**src/rtl/shadow_pkg.sv**
```systemverilog
package shadow_pkg;
  localparam int ATTR_BITS = 4;
  localparam int EN_BITS   = 2;
  localparam int RD_EN_BIT = 0;
  localparam int WR_EN_BIT = 1;

  typedef struct packed {
    logic legacy_hit;
    logic high_hit;
    logic [3:0] field_idx;
  } seg_info_t;
endpackage

```
**src/rtl/shadow_attr_regs.sv**
```systemverilog
module shadow_attr_regs #(
  parameter int CFG_AW = 8,
  parameter int NREG = 7,
  parameter logic [CFG_AW-1:0] CFG_BASE = 8'h59,
  localparam int NFIELD = 2 * NREG,
  localparam int EN_W = NFIELD * shadow_pkg::EN_BITS
) (
  input  logic              clk,
  input  logic              rst_n,
  input  logic              cfg_we,
  input  logic [CFG_AW-1:0] cfg_addr,
  input  logic [7:0]        cfg_wdata,
  output logic [7:0]        cfg_rdata,
  output logic [EN_W-1:0]   attr_en
);
  logic [7:0] regs [NREG];
  logic [NREG-1:0] hit;

  for (genvar g = 0; g < NREG; g++) begin : g_reg
    localparam logic [CFG_AW-1:0] MY_ADDR = CFG_BASE + CFG_AW'(g);
    assign hit[g] = (cfg_addr == MY_ADDR);

    always_ff @(posedge clk) begin
      if (!rst_n) regs[g] <= 8'h00;
      else if (cfg_we && hit[g]) regs[g] <= cfg_wdata;
    end

    // Only the low two bits of each nibble steer traffic.
    assign attr_en[4*g +: 2]     = regs[g][1:0];
    assign attr_en[4*g + 2 +: 2] = regs[g][5:4];

    // A write aimed elsewhere leaves this byte alone.
    assert_byte_isolated_R3: assert property (@(posedge clk) disable iff (!rst_n)
      (cfg_we && !hit[g]) |=> $stable(regs[g]));
  end

  always_comb begin
    cfg_rdata = 8'h00;
    for (int i = 0; i < NREG; i++) begin
      if (hit[i]) cfg_rdata = regs[i];
    end
  end

  assert_single_hit_R2: assert property (@(posedge clk) disable iff (!rst_n)
    $onehot0(hit));
endmodule

```
**src/rtl/shadow_seg_decode.sv**
```systemverilog
module shadow_seg_decode #(
  parameter int ADDR_W = 32,
  localparam int SEG_LSB = 14,
  localparam int HI_W = ADDR_W - SEG_LSB
) (
  input  logic [HI_W-1:0]       seg_addr,
  output shadow_pkg::seg_info_t info
);
  // seg_addr holds address bits [ADDR_W-1:14].
  localparam int MB_BIT = 20 - SEG_LSB;
  localparam int K64_BIT = 16 - SEG_LSB;
  logic below_mb;
  logic [3:0] nib19_16;

  assign below_mb = (seg_addr[HI_W-1:MB_BIT] == '0);
  assign nib19_16 = seg_addr[MB_BIT-1:K64_BIT] == 4'hF ? 4'hF
                  : {seg_addr[MB_BIT-1:MB_BIT-2], 2'b00};

  always_comb begin
    info.legacy_hit = below_mb && (seg_addr[MB_BIT-1:MB_BIT-2] == 2'b11);
    info.high_hit   = (seg_addr[HI_W-1:K64_BIT] == '1);
    if (nib19_16 == 4'hF) info.field_idx = 4'd1;
    else                  info.field_idx = 4'd2 + seg_addr[3:0];
  end
endmodule

```
**src/rtl/shadow_route_stage.sv**
```systemverilog
module shadow_route_stage #(
  parameter int ADDR_W = 32,
  parameter int NFIELD = 14,
  parameter int OFF_W = 16,
  localparam int EN_W = NFIELD * shadow_pkg::EN_BITS
) (
  input  logic                  clk,
  input  logic                  rst_n,
  input  logic                  req_valid,
  output logic                  req_ready,
  input  logic [ADDR_W-1:0]     req_addr,
  input  logic                  req_write,
  input  shadow_pkg::seg_info_t info,
  input  logic [EN_W-1:0]       attr_en,
  output logic                  rsp_valid,
  input  logic                  rsp_ready,
  output logic [ADDR_W-1:0]     rsp_addr,
  output logic                  rsp_write,
  output logic                  rsp_dram_sel,
  output logic                  rsp_rom_sel,
  output logic                  rsp_fw_sel,
  output logic [OFF_W-1:0]      rsp_rom_off
);
  logic [shadow_pkg::EN_BITS-1:0] en;
  logic to_dram, fw_hit, fire;

  assign en = attr_en[info.field_idx * shadow_pkg::EN_BITS +: shadow_pkg::EN_BITS];

  always_comb begin
    if (info.high_hit)        to_dram = 1'b0;
    else if (info.legacy_hit) to_dram = req_write ? en[shadow_pkg::WR_EN_BIT]
                                                  : en[shadow_pkg::RD_EN_BIT];
    else                      to_dram = 1'b1;
    fw_hit = info.high_hit || (info.legacy_hit && info.field_idx == 4'd1 && !to_dram);
  end

  assign req_ready = !rsp_valid || rsp_ready;
  assign fire = req_valid && req_ready;

  always_ff @(posedge clk) begin
    if (!rst_n) begin
      rsp_valid    <= 1'b0;
      rsp_addr     <= '0;
      rsp_write    <= 1'b0;
      rsp_dram_sel <= 1'b0;
      rsp_rom_sel  <= 1'b0;
      rsp_fw_sel   <= 1'b0;
      rsp_rom_off  <= '0;
    end else if (req_ready) begin
      rsp_valid    <= req_valid;
      rsp_addr     <= req_addr;
      rsp_write    <= req_write;
      rsp_dram_sel <= req_valid && to_dram;
      rsp_rom_sel  <= req_valid && !to_dram;
      rsp_fw_sel   <= req_valid && fw_hit;
      rsp_rom_off  <= req_addr[OFF_W-1:0];
    end
  end

  assert_accept_to_valid_R9: assert property (@(posedge clk) disable iff (!rst_n)
    fire |=> rsp_valid && rsp_addr == $past(req_addr));

  assert_hold_under_stall_R10: assert property (@(posedge clk) disable iff (!rst_n)
    (rsp_valid && !rsp_ready) |=> rsp_valid && $stable(rsp_addr)
      && $stable(rsp_dram_sel) && $stable(rsp_rom_sel) && $stable(rsp_fw_sel));

  assert_high_window_rom_R7: assert property (@(posedge clk) disable iff (!rst_n)
    (fire && info.high_hit) |=> rsp_rom_sel && rsp_fw_sel
      && rsp_rom_off == $past(req_addr[OFF_W-1:0]));

  assert_outside_dram_R8: assert property (@(posedge clk) disable iff (!rst_n)
    (fire && !info.high_hit && !info.legacy_hit) |=> rsp_dram_sel && !rsp_rom_sel);

  assert_cleared_field_rom_R4: assert property (@(posedge clk) disable iff (!rst_n)
    (fire && info.legacy_hit && en == '0) |=> rsp_rom_sel && !rsp_dram_sel);
endmodule

```
**src/rtl/shadow_attr_decoder.sv**
```systemverilog
module shadow_attr_decoder #(
  parameter int ADDR_W = 32,
  parameter int CFG_AW = 8,
  parameter int NREG = 7,
  parameter logic [CFG_AW-1:0] CFG_BASE = 8'h59,
  parameter int OFF_W = 16,
  localparam int NFIELD = 2 * NREG,
  localparam int EN_W = NFIELD * shadow_pkg::EN_BITS
) (
  input  logic              clk,
  input  logic              rst_n,
  input  logic              cfg_we,
  input  logic [CFG_AW-1:0] cfg_addr,
  input  logic [7:0]        cfg_wdata,
  output logic [7:0]        cfg_rdata,
  input  logic              req_valid,
  output logic              req_ready,
  input  logic [ADDR_W-1:0] req_addr,
  input  logic              req_write,
  output logic              rsp_valid,
  input  logic              rsp_ready,
  output logic [ADDR_W-1:0] rsp_addr,
  output logic              rsp_write,
  output logic              rsp_dram_sel,
  output logic              rsp_rom_sel,
  output logic              rsp_fw_sel,
  output logic [OFF_W-1:0]  rsp_rom_off
);
  logic [EN_W-1:0] attr_en;
  shadow_pkg::seg_info_t info;

  shadow_attr_regs #(.CFG_AW(CFG_AW), .NREG(NREG), .CFG_BASE(CFG_BASE)) u_regs (
    .clk(clk), .rst_n(rst_n), .cfg_we(cfg_we), .cfg_addr(cfg_addr),
    .cfg_wdata(cfg_wdata), .cfg_rdata(cfg_rdata), .attr_en(attr_en)
  );

  shadow_seg_decode #(.ADDR_W(ADDR_W)) u_decode (
    .seg_addr(req_addr[ADDR_W-1:14]), .info(info)
  );

  shadow_route_stage #(.ADDR_W(ADDR_W), .NFIELD(NFIELD), .OFF_W(OFF_W)) u_route (
    .clk(clk), .rst_n(rst_n), .req_valid(req_valid), .req_ready(req_ready),
    .req_addr(req_addr), .req_write(req_write), .info(info), .attr_en(attr_en),
    .rsp_valid(rsp_valid), .rsp_ready(rsp_ready), .rsp_addr(rsp_addr),
    .rsp_write(rsp_write), .rsp_dram_sel(rsp_dram_sel), .rsp_rom_sel(rsp_rom_sel),
    .rsp_fw_sel(rsp_fw_sel), .rsp_rom_off(rsp_rom_off)
  );
endmodule

```
**config.mk**
```make
export PLATFORM = sky130hd
export DESIGN_NAME = shadow_attr_decoder
export DESIGN_NICKNAME = d
export VERILOG_FILES = /design/src/rtl/shadow_pkg.sv /design/src/rtl/shadow_attr_regs.sv /design/src/rtl/shadow_seg_decode.sv /design/src/rtl/shadow_route_stage.sv /design/src/rtl/shadow_attr_decoder.sv
export SDC_FILE = /design/constraint.sdc
export NUM_CORES = 1
export LEC_CHECK = 0
export CAP_MARGIN = 20
export CORE_ASPECT_RATIO = 0.6
export CORE_MARGIN = 1.5
export CORE_UTILIZATION = 34
export DETAILED_ROUTE_END_ITERATION = 6
export REMOVE_ABC_BUFFERS = 1
export SETUP_SLACK_MARGIN = 0.05
export SYNTH_ARGS = -nofsm -noshare
export SYNTH_HDL_FRONTEND = slang
export SYNTH_HIERARCHICAL = 1
export SYNTH_SLANG_ARGS = --single-unit
```
**constraint.sdc**
```tcl
create_clock -name clk -period 5.2 [get_ports clk]
set_input_delay 0.52 -clock clk [delete_from_list [all_inputs] [get_ports clk]]
set_output_delay 0.52 -clock clk [all_outputs]
set_load 0.05 [all_outputs]
```
* Word level (Yosys, flattened, before mapping)
Memory sizes are Yosys's and may differ from the RTL's. Cells that the tools add are included.
Storage, ports and cells: ROM bits 0, bits in latches 0, logic and storage cells 88, output and inout bits 62, bits of input ports 54, memories 1, bits in writable memories 56, register bits 53
Cells by class: equal/unequal tests 12, magnitude comparators 0, add/sub/neg operators 1, bitwise logic cells 7, shift-type cells 1, reductions and logical operators 18, multiply operators 0, mux-type cells 41, div/mod/pow operators 0
Memory list:
- u_regs.regs | depth 7, width 8, rd ports 7, clocked after Yosys merged registers in 0, write ports 7, RTL line shadow_attr_regs.sv:16 | logic [7:0] regs [NREG];
Operators with widths (count):
- two-way mux 8 bit | 14
- == test 8 x 7 -> 1 bit, second input constant | 7
- indexed part select 28 x 6 -> 2 bit | 1
- two-way mux 1 bit | 25
- == test 16 bit, second input constant | 1
- logical AND 1 bit | 13
- logical NOT 12 bit | 1
- == test 4 bit, second input constant | 2
- two-way mux 4 bit | 2
- bitwise OR 1 bit | 7
- adder 2 x 4 -> 4 bit, first input constant | 1
- == test 4 x 1 -> 1 bit, second input constant | 1
- == test 2 bit, second input constant | 1
- logical NOT 1 bit | 2
- logical OR 1 bit | 2

* Logic depth before layout (Yosys ltp)
Gate-level depths: netlist of the first run.
depth after elaboration 12, mapped depth 9, mapped depth without buffers 9

* Cells and area by module
Netlist of the first run, hierarchy kept.
Modules (own cells, without submodules):
- shadow_attr_regs | area an instance 2975.4 µm², seq. area each 1681.6 µm², cells each 250, instances 1
- shadow_route_stage | area an instance 1747.9 µm², seq. area each 740.7 µm², cells each 205, instances 1
- shadow_seg_decode | area an instance 123.9 µm², seq. area each 0.0 µm², cells each 17, instances 1

* Worst setup path before layout of the first run
Ideal clock, no wire load.
path kind input to output, start point input cfg_addr[2], end point output cfg_rdata[2], path buffers 2, required time 4.680 ns, stages on the path 4, arrival 1.958 ns, slack 2.722 ns, cells stage by stage buf_2 -> buf_2 -> mux4_2 -> a21oi_2
Between the ends: cells in the longest elaborated chain, start to end 8, elaborated cells between the ends (all ways) 14, those cells by class eq/ne: 7; mux: 7
Ends and longest elaborated chain:
- start, declared | RTL line shadow_attr_decoder.sv:13 | input logic [CFG_AW-1:0] cfg_addr,
- == test 8 x 7 -> 1 bit | RTL line shadow_attr_regs.sv:21 | assign hit[g] = (cfg_addr == MY_ADDR);
- two-way mux 8 bit (6 in series) | RTL line shadow_attr_regs.sv:40 | if (hit[i]) cfg_rdata = regs[i];
- two-way mux 8 bit * | RTL line shadow_attr_regs.sv:40
- end, declared | RTL line shadow_attr_decoder.sv:15 | output logic [7:0] cfg_rdata,
Mark *: on every way between the ends. The rest lies on a longest branch, timed or not.

* Worst setup path after layout of the first run
start point input cfg_addr[1], end point output cfg_rdata[0]
The elaborated chain is that of the path after synthesis.

==> metrics.yaml, run 1 <==
crit_path_frequent_cell: "clkdlybuf4s50_1"
cp.arrival_ns: 3.43
start_util_pct: 35.15
diodes: 0
cts_buffer_depth: 2
busiest_layer: "met2"
reg2reg_slack_ns: 3.40
setup_viol: 0
period_needed_ns: 3.946
dp_slack_ns: 1.247
rsz0062_at_grt: "false"
wl_per_cell_um: 17.68
synth_top_area_share_pct: 34.69
cp-end-kind: "output pin"
nets: 585
yosysWarningCount: 6
root_buffer: "clkbuf_16"
timing.slew.headroom_pct: 29.74
status: "finished, final reports clean"
cap_violations: 0
cp_max_fo: 20
cts_buffers: 9
synth_top_family_by_area: "simple AND/OR/NAND/NOR gates"
first_pass_iters: 4
hold_path_depth: 2
post_cts_buffers: 0
grt.met3_usage_pct: 5.591
pin_count: 116
slew_viol_final: 0
cts_tree: "yes"
slowest_delay_ns: 0.91
synth_edf_count: 56
grt_pass1_wl_um: 19990
synth_most_common_cell: "nand2_1"
clkLatencyLatePin_ns: 0.34
io_buffers: 115
period_share_pct: 75.88
cp_top_family: "buffers and inverters"
dp_hpwl_um: 9420
whs_endpoint: "u_route/rsp_addr[30]"
area_growth_pct: 26.69
total_power_w: 0.001962
synth-simple-area-share_pct: 19.98
ys.flop_type: "edfxtp_1"
synth_compound_area_share_pct: 9.035
skew_ns: 0.006364
die_area_um2: 15010
r2r-end: "u_route/rsp_fw_sel"
drive_gt1_share_pct: 8.972
synth_xor_xnor_area_share_pct: 0.1807
worstSetupPathType: "primary input to output pin"
yosysUniqueCellTypes: 46
whs_ns: 0.4645
synthAdderAreaFrac_pct: 0.2581
vias: 3552
viasPerCell: 4.886
min_from: "u_route/rsp_addr[30]"
clock-sinks: 93
finalSetupTns_ns: 0
met1_usage_pct: 24.98
reg2reg_from: "u_route/rsp_valid"
ys_seq_area_share_pct: 49.97
grtUsageMet2_pct: 27.91
yosysTopAreaCell: "edfxtp_1"
r2r.worst_path.cells: 7
post_cts_resize_count: 0
nFillCells: 1327
async_reset_ff_share_pct: 0
setup_ws_ns: 1.254
overflow: 0
syn_inst: 472
wl_um: 12860
syn_area_per_cell_um2: 10.27
critPathSlowestCell: "clkdlybuf4s50_1"
cts_max_level: 3
crit_chain: "clkdlybuf4s50_1 -> buf_4 -> mux2i_1 -> mux4_2 -> a21oi_2 -> clkdlybuf4s50_1"
die_x_um: 157.1
synth-seq-cells: 93
antenna_left: 0
grt_max_degree: 49
p_per_area_nw_per_um2: 319.4
yosys-mux-area-fraction_pct: 10.02
drc: 0
hold_violations: 0
clk_pin_slew_ns: 0.06
grt_usage_pct: 18.09
ctsHoldBuffers: 0
core_area_um2: 13790
synthTopCellsByArea: "edfxtp_1 35%, dfxtp_1 15%, nand2_1 7.7%, buf_4 7.0%, mux2i_1 5.4%"
antenna_found_initial: 0
max_freq_mhz: 253.4
tightest_slew_ns: 1.047
num_rows: 33
crit_buf_inv: 3
max-vdd-ir-drop_v: 0.0001701
die_y_um: 95.49
syn_area_um2: 4847
startpoint: "cfg_addr[1]"
grt_pass1_vias: 3457
crit_required_ns: 4.68
start_kind: "primary input"
leakagePower_nw: 2.203
drtIter0Drc: 293
synth_common_cells: "100 x nand2_1, 63 x nor2_1, 56 x edfxtp_1"
hp-class: "flip-flop to flip-flop"
place_congestion: 0.7986
## registers in the layout, summed over array words and instances, names as in the netlist
| name | count |
|---|---|
| u_route/rsp_valid | 1 |
| u_route/rsp_dram_sel | 1 |
| u_regs/regs | 56 |
| u_route/rsp_fw_sel | 1 |
| u_route/rsp_write | 1 |
| u_route/rsp_addr | 32 |
| u_route/rsp_rom_sel | 1 |
## logic make-up (layout without fill, tap and decap cells)
| family | count (synthesis) | in the layout |
|---|---|---|
| compound gates | 59 | 59 |
| xor+xnor | 1 | 1 |
| fa+ha+maj | 1 | 1 |
| buf+inv | 76 | 139 |
| flops | 93 | 93 |
| mux | 36 | 36 |
| simple gates | 206 | 206 |
## how the worst max path moves through the flow
| stage | end | slack, ns | depth (start not counted) |
|---|---|---|---|
| 6_report | cfg_rdata[0] | 1.25 | 6 |
| 5_1_grt | cfg_rdata[0] | 1.09 | 6 |
| 4_1_cts | cfg_rdata[0] | 1.24 | 6 |
| 3_5_place_dp | cfg_rdata[0] | 1.25 | 6 |
| 3_3_place_gp | cfg_rdata[0] | 1.32 | 6 |
| 2_1_floorplan | u_route/rsp_rom_sel | 0.98 | 4 |
## per-stage QoR
stage	instance area [um^2]	instances	util [%]
6_report	6141	727	44.53
5_1_grt	6141	727	44.53
4_1_cts	6141	727	44.53
3_5_place_dp	5778	711	41.90
3_3_place_gp	5778	711	41.90
2_1_floorplan	4347	399	-
## routing by layer
layer	vias up	routed length, um
li1	1703	-
met1	1736	5979
met2	103	5802
met3	10	992
met4	0	81
met5	-	0
## worst register-to-register path: stages (launching register included)
cell and delay, ns:
dfxtp_1 0.32, nor2b_2 0.13, buf_4 0.37, clkinv_1 0.16, buf_4 0.27, nand3_1 0.17
nor2_1 0.06, a32o_1 0.20
## where the power goes
| group | switching [W] | total (W) | internal [W] |
|---|---|---|---|
| logic | 0.000196 | 0.000326 | 0.000130 |
| registers | 0.0000226 | 0.000842 | 0.000820 |
| clock network | 0.000276 | 0.000793 | 0.000516 |
## area by class of cell
type / instances / area (um^2) / area share, %
Clock buffer: 9 / 225.2 / 3.667
Multi-Input combinational cell: 303 / 1916 / 31.19
Clock inverter: 7 / 137.6 / 2.241
Tap cell: 192 / 240.2 / 3.912
Timing Repair Buffer: 120 / 1189 / 19.36
Sequential cell: 93 / 2422 / 39.45
Inverter: 3 / 11.26 / 0.1834
## cell usage in the layout, fill, tap and decap left out, drive strengths merged, types with 5 or more instances in the layout
cell type and n:
a21boi 33, a21oi 8, buf 5, clkbuf 9, clkdlybuf4s50 115, dfxtp 37
edfxtp 56, mux2i 26, mux4 10, nand2 100, nand2b 10, nand4b 5
nor2 63, o21ai 7
Power figures use the tool's default switching activity.
==> run 2: changes to the inputs <==
==> constraint.sdc (replaced) <==
create_clock -name clk -period 3.86 [get_ports clk]
set_input_delay 0.386 -clock clk [delete_from_list [all_inputs] [get_ports clk]]
set_output_delay 0.386 -clock clk [all_outputs]
set_load 0.05 [all_outputs]
==> metrics.yaml, run 2 (synthesized netlist as in run 1, its figures left out) <==
status: "finished, final reports clean"
layout_commonest_cell: "clkdlybuf4s50_1"
cp_max_fo: 15  # -25%
nets: 591  # +1.0%
hp-class: "flip-flop to flip-flop"
grtUsageMet2_pct: 24.93  # -3.0 points
regMostFlops: "u_regs/regs"
grt_max_degree: 38  # -22%
cp-end-kind: "output pin"
period_share_pct: 75.49
max_freq_mhz: 343.2
drtIter0Drc: 328  # +12%
critPathSlowestCell: "clkdlybuf4s50_1"
ctsHoldBuffers: 0  # unchanged
total_power_w: 0.002513  # +28%
setup_viol: 0  # unchanged
largest_reg_flops: 56  # unchanged
grt_pass1_vias: 3411  # -1.3%
area_growth_pct: 28.14
first_pass_iters: 5  # +1
tightest_slew_ns: 0.8885  # -0.1583 ns
cts_tree: "yes"
post_cts_buffers: 0  # unchanged
wl_um: 12940  # +0.66%
antenna_found_initial: 0  # unchanged
num_rows: 33  # unchanged
p_switching_w: 0.0006650  # +34%
worstSetupPathType: "primary input to output pin"
power_frac_seq_pct: 45.3  # +2.4 points
p_per_area_nw_per_um2: 404.6  # +27%
grt.met3_usage_pct: 3.591  # -2.0 points
die_y_um: 95.49  # unchanged
clkLatencyLatePin_ns: 0.34  # about the same
slowest_delay_ns: 1.05  # +0.14 ns
vias: 3654  # +2.9%
finalInstanceArea_um2: 6211  # +1.1%
post_cts_resize_count: 0  # unchanged
pin_count: 116  # unchanged
layout_common_cells: "107 x clkdlybuf4s50_1, 100 x nand2_1, 63 x nor2_1"
clock-sinks: 93  # unchanged
grt_usage_pct: 17.67  # -0.41 points
wl_per_cell_um: 17.65  # -0.16%
overflow: 0  # unchanged
hold_violations: 0  # unchanged
drc: 0  # unchanged
grt_pass1_wl_um: 19720  # -1.3%
dpl_cell_area_um2: 5903  # +2.2%
cts_buffer_depth: 2  # unchanged
start_util_pct: 35.15  # unchanged
met1_usage_pct: 27.21  # +2.2 points
p_clk_share_pct: 37.0  # -3.4 points
cts_buffers: 9  # unchanged
crit_buf_inv: 2  # -1
die_area_um2: 15010  # unchanged
drive_gt1_share_pct: 10.91  # +1.9 points
cap_violations: 0  # unchanged
slew_viol_final: 0  # unchanged
core_area_um2: 13790  # unchanged
start_kind: "primary input"
dp_hpwl_um: 9747  # +3.5%
crit_required_ns: 3.47  # -1.21 ns
diodes: 0  # unchanged
leakagePower_nw: 2.240  # +1.7%
busiest_layer: "met1"
antenna_left: 0  # unchanged
die_x_um: 157.1  # unchanged
internal_power_w: 0.001848  # +26%
timing.slew.headroom_pct: 40.58  # +11 points
max-vdd-ir-drop_v: 0.0002399  # +41%
cp.arrival_ns: 2.53  # -0.90 ns
clk_pin_slew_ns: 0.06  # about the same
io_buffers: 115  # unchanged
combPwrFrac_pct: 17.7  # +1.1 points
period_needed_ns: 2.914
skew_ns: 0.004095  # -0.002270 ns
cts_max_level: 3  # unchanged
root_buffer: "clkbuf_16"
top_regs: "u_regs/regs: 56 flops, u_route/rsp_addr: 32 flops"
cp_top_family: "buffers and inverters"
place_congestion: 0.8477  # +6.1%
crit_chain: "clkdlybuf4s50_1 -> and3_1 -> nand2_1 -> a21oi_2 -> buf_12"
netSwitchingFraction_pct: 26.46  # +1.2 points
viasPerCell: 4.985  # +2.0%
rsz0062_at_grt: "false"
[run 2: stage by stage]
step           setup TNS, ns  utilization, %  hold slack, ns  setup slack, ns  cells
6_report                   0           45.04          0.4565           0.9460    733
5_1_grt                    0           45.04          0.4795           0.8130    733
4_1_cts                    0           45.04          0.4619           0.9140    733
3_5_place_dp               0           42.81          0.4528           0.8740    717
3_3_place_gp               0           42.81          0.4492           0.9601    717
2_1_floorplan        -0.7098               -          0.5038          -0.3638    399
[run 2: routing by layer]
metal / vias up / wire, um
li1: 1714 / -
met1: 1793 / 6569
met2: 134 / 5391
met3: 13 / 842
met4: 0 / 138
met5: - / 0
[run 2: worst paths after layout]
| path | end | slack (ns) | startpoint | cells past startpoint |
|---|---|---|---|---|
| setup / recovery | cfg_rdata[0] | 0.95 | cfg_addr[2] | 5 |
| hold / removal | u_route/rsp_addr[20] | 0.46 | u_route/rsp_addr[20] | 2 |
| setup reg to reg | u_route/rsp_dram_sel | 2.14 | u_regs/regs[0][1] | 5 |
| hold reg to reg | u_route/rsp_addr[20] | 0.46 | u_route/rsp_addr[20] | 2 |
[run 2: area by class of cell]
type / instances / area, um^2
repair buffers: 126 / 1314
clock inverters: 5 / 75.07
well taps: 192 / 240.2
inverters: 3 / 11.26
fillers: 1317 / 7580
clock buffers: 11 / 232.7
multi-input cells: 303 / 1916
flip-flops and latches: 93 / 2422
[run 2: power groups by stage]
stage | clock network (W) | logic, W | registers [W]
6_report | 0.000931 | 0.000444 | 0.00114
5_1_grt | 0.000986 | 0.000468 | 0.00114
4_1_cts | 0.000947 | 0.000445 | 0.00114
3_5_place_dp | 0 | 0.000443 | 0.00116
3_3_place_gp | 0 | 0.000438 | 0.00116
2_1_floorplan | 0 | 0.000131 | 0.00126
[run 2: worst min-delay path, stage by stage, from the launching register on]
cell      delay (ns)
dfxtp_1         0.31
nand2_1         0.04
a21boi_0        0.06
==> run 3: changes to the inputs <==
==> constraint.sdc (replaced) <==
create_clock -name clk -period 2.9 [get_ports clk]
set_input_delay 0.29 -clock clk [delete_from_list [all_inputs] [get_ports clk]]
set_output_delay 0.29 -clock clk [all_outputs]
set_load 0.05 [all_outputs]
==> metrics.yaml, run 3 (synthesized netlist as in run 1, its figures left out) <==
status: "finished, final reports clean"
die_y_um: 95.49  # unchanged
slew_viol_final: 0  # unchanged
crit_chain: "clkdlybuf4s50_1 -> ha_1 -> xnor2_1 -> nor2_1 -> mux4_2 -> a211oi_1 -> o2111ai_1 -> nand3b_2 -> o21ai_0"
crit_required_ns: 3.12  # -0.35 ns
finalSetupTns_ns: 0  # unchanged
root_buffer: "clkbuf_16"
top_regs: "u_regs/regs: 56 flops, u_route/rsp_addr: 32 flops"
period_needed_ns: 2.466
num_rows: 33  # unchanged
rsz0062_at_grt: "false"
worstSetupPathType: "primary input to flip-flop"
die_area_um2: 15010  # unchanged
setup_viol: 0  # unchanged
start_util_pct: 35.15  # unchanged
p_per_area_nw_per_um2: 523.7  # +29%
cap_violations: 0  # unchanged
wl_per_cell_um: 17.69  # +0.19%
internal_power_w: 0.002363  # +28%
layout_commonest_cell: "clkdlybuf4s50_1"
ctsHoldBuffers: 0  # unchanged
total_power_w: 0.003283  # +31%
post_cts_buffers: 0  # unchanged
cp-end-kind: "flip-flop"
max-vdd-ir-drop_v: 0.0002905  # +21%
period_share_pct: 85.04
post-route-util_pct: 45.45  # +0.42 points
first_pass_iters: 5  # unchanged
p_switching_w: 0.0009201  # +38%
cts_buffers: 9  # unchanged
viasPerCell: 4.957  # -0.57%
power_frac_seq_pct: 46.1  # +0.8 points
tightest_slew_ns: 0.6076  # -0.2810 ns
clk_pin_slew_ns: 0.07  # about the same
nets: 598  # +1.2%
timing.slew.headroom_pct: 59.50  # +19 points
largest_reg_flops: 56  # unchanged
regMostFlops: "u_regs/regs"
cts_max_level: 3  # unchanged
hp-class: "flip-flop to flip-flop"
wl_um: 13090  # +1.2%
finalInstanceArea_um2: 6269  # +0.93%
pin_count: 116  # unchanged
grt_pass1_vias: 3417  # +0.18%
cp_max_fo: 4  # -11
drive_gt1_share_pct: 12.96  # +2.1 points
drtIter0Drc: 317  # -3.4%
start_kind: "primary input"
grt_usage_pct: 17.82  # +0.15 points
dp_hpwl_um: 10020  # +2.8%
io_buffers: 115  # unchanged
p_clk_share_pct: 35.6  # -1.4 points
dpl_cell_area_um2: 5966  # +1.1%
cts_tree: "yes"
core_area_um2: 13790  # unchanged
leakagePower_nw: 2.283  # +1.9%
vias: 3668  # +0.38%
clkLatencyLatePin_ns: 0.34  # about the same
clock-sinks: 93  # unchanged
post_cts_resize_count: 0  # unchanged
overflow: 0  # unchanged
grt_max_degree: 40  # +5.3%
critPathSlowestCell: "mux4_2"
hold_violations: 0  # unchanged
netSwitchingFraction_pct: 28.03  # +1.6 points
place_congestion: 0.8702  # +2.7%
diodes: 0  # unchanged
skew_ns: 0.004890  # +0.0007952 ns
drc: 0  # unchanged
die_x_um: 157.1  # unchanged
combPwrFrac_pct: 18.3  # +0.6 points
area_growth_pct: 29.32
cts_buffer_depth: 2  # unchanged
layout_common_cells: "106 x clkdlybuf4s50_1, 100 x nand2_1, 63 x nor2_1"
cp.arrival_ns: 2.68  # +0.15 ns
antenna_left: 0  # unchanged
antenna_found_initial: 0  # unchanged
grt_pass1_wl_um: 19480  # -1.2%
slowest_delay_ns: 0.56  # -0.49 ns
max_freq_mhz: 405.5
==> run 3: routing by layer <==
metal  wire [um]  global-route usage (%)  part of all wire, %  vias to the layer above
met5           0                       0                    0                        -
met4          71                   3.066                 0.54                        0
met3         992                   4.273                  7.6                       10
met2        5471                   25.44                   42                      142
met1        6556                   27.26                   50                     1786
li1            -                       -                    -                     1730
==> run 3: path summary, 6_finish.rpt <==
kind | cells past startpoint | startpoint | slack (ns) | to
setup reg to reg | 5 | u_regs/regs[0][1] | 1.14 | u_route/rsp_dram_sel
setup / recovery | 9 | req_addr[16] | 0.43 | u_route/rsp_dram_sel
hold / removal | 2 | u_route/rsp_addr[16] | 0.46 | u_route/rsp_addr[16]
hold reg to reg | 2 | u_route/rsp_addr[16] | 0.46 | u_route/rsp_addr[16]
==> run 3: final cells by class <==
| class | count | area [um^2] |
|---|---|---|
| Tap cell | 192 | 240.2 |
| Timing Repair Buffer | 133 | 1376 |
| Clock inverter | 6 | 52.55 |
| Inverter | 3 | 11.26 |
| Fill cell | 1279 | 7522 |
| Clock buffer | 10 | 250.2 |
| Multi-Input combinational cell | 303 | 1916 |
| Sequential cell | 93 | 2422 |
==> run 3: power groups by stage <==
stage / logic, W / clock network, W / registers, W
after detailed placement: 0.000599 / 0 / 0.00154
after floorplan: 0.000174 / 0 / 0.00168
after CTS: 0.000601 / 0.00119 / 0.00151
after global routing: 0.000633 / 0.00124 / 0.00152
after global placement: 0.000590 / 0 / 0.00154
final: 0.000601 / 0.00117 / 0.00151
==> run 3: worst max-delay path, delay by kind of cell <==
kind                     cells  cell delay (ns)
adder cells (fa/ha/maj)      1             0.23
AND/OR/NAND/NOR              2             0.46
buffers and inverters        1             0.49
multiplexers                 1             0.56
AO/OA/AOI/OAI                3             0.53
XOR/XNOR                     1             0.12
==> run 3: metrics by stage <==
stage | hold slack [ns] | std cells | setup WS [ns]
after floorplan | 0.4078 | 399 | -1.324
after global placement | 0.4501 | 724 | 0.2466
after detailed placement | 0.4538 | 724 | 0.1183
after CTS | 0.4636 | 740 | 0.4734
after global routing | 0.4838 | 740 | 0.3212
final | 0.4585 | 740 | 0.4339
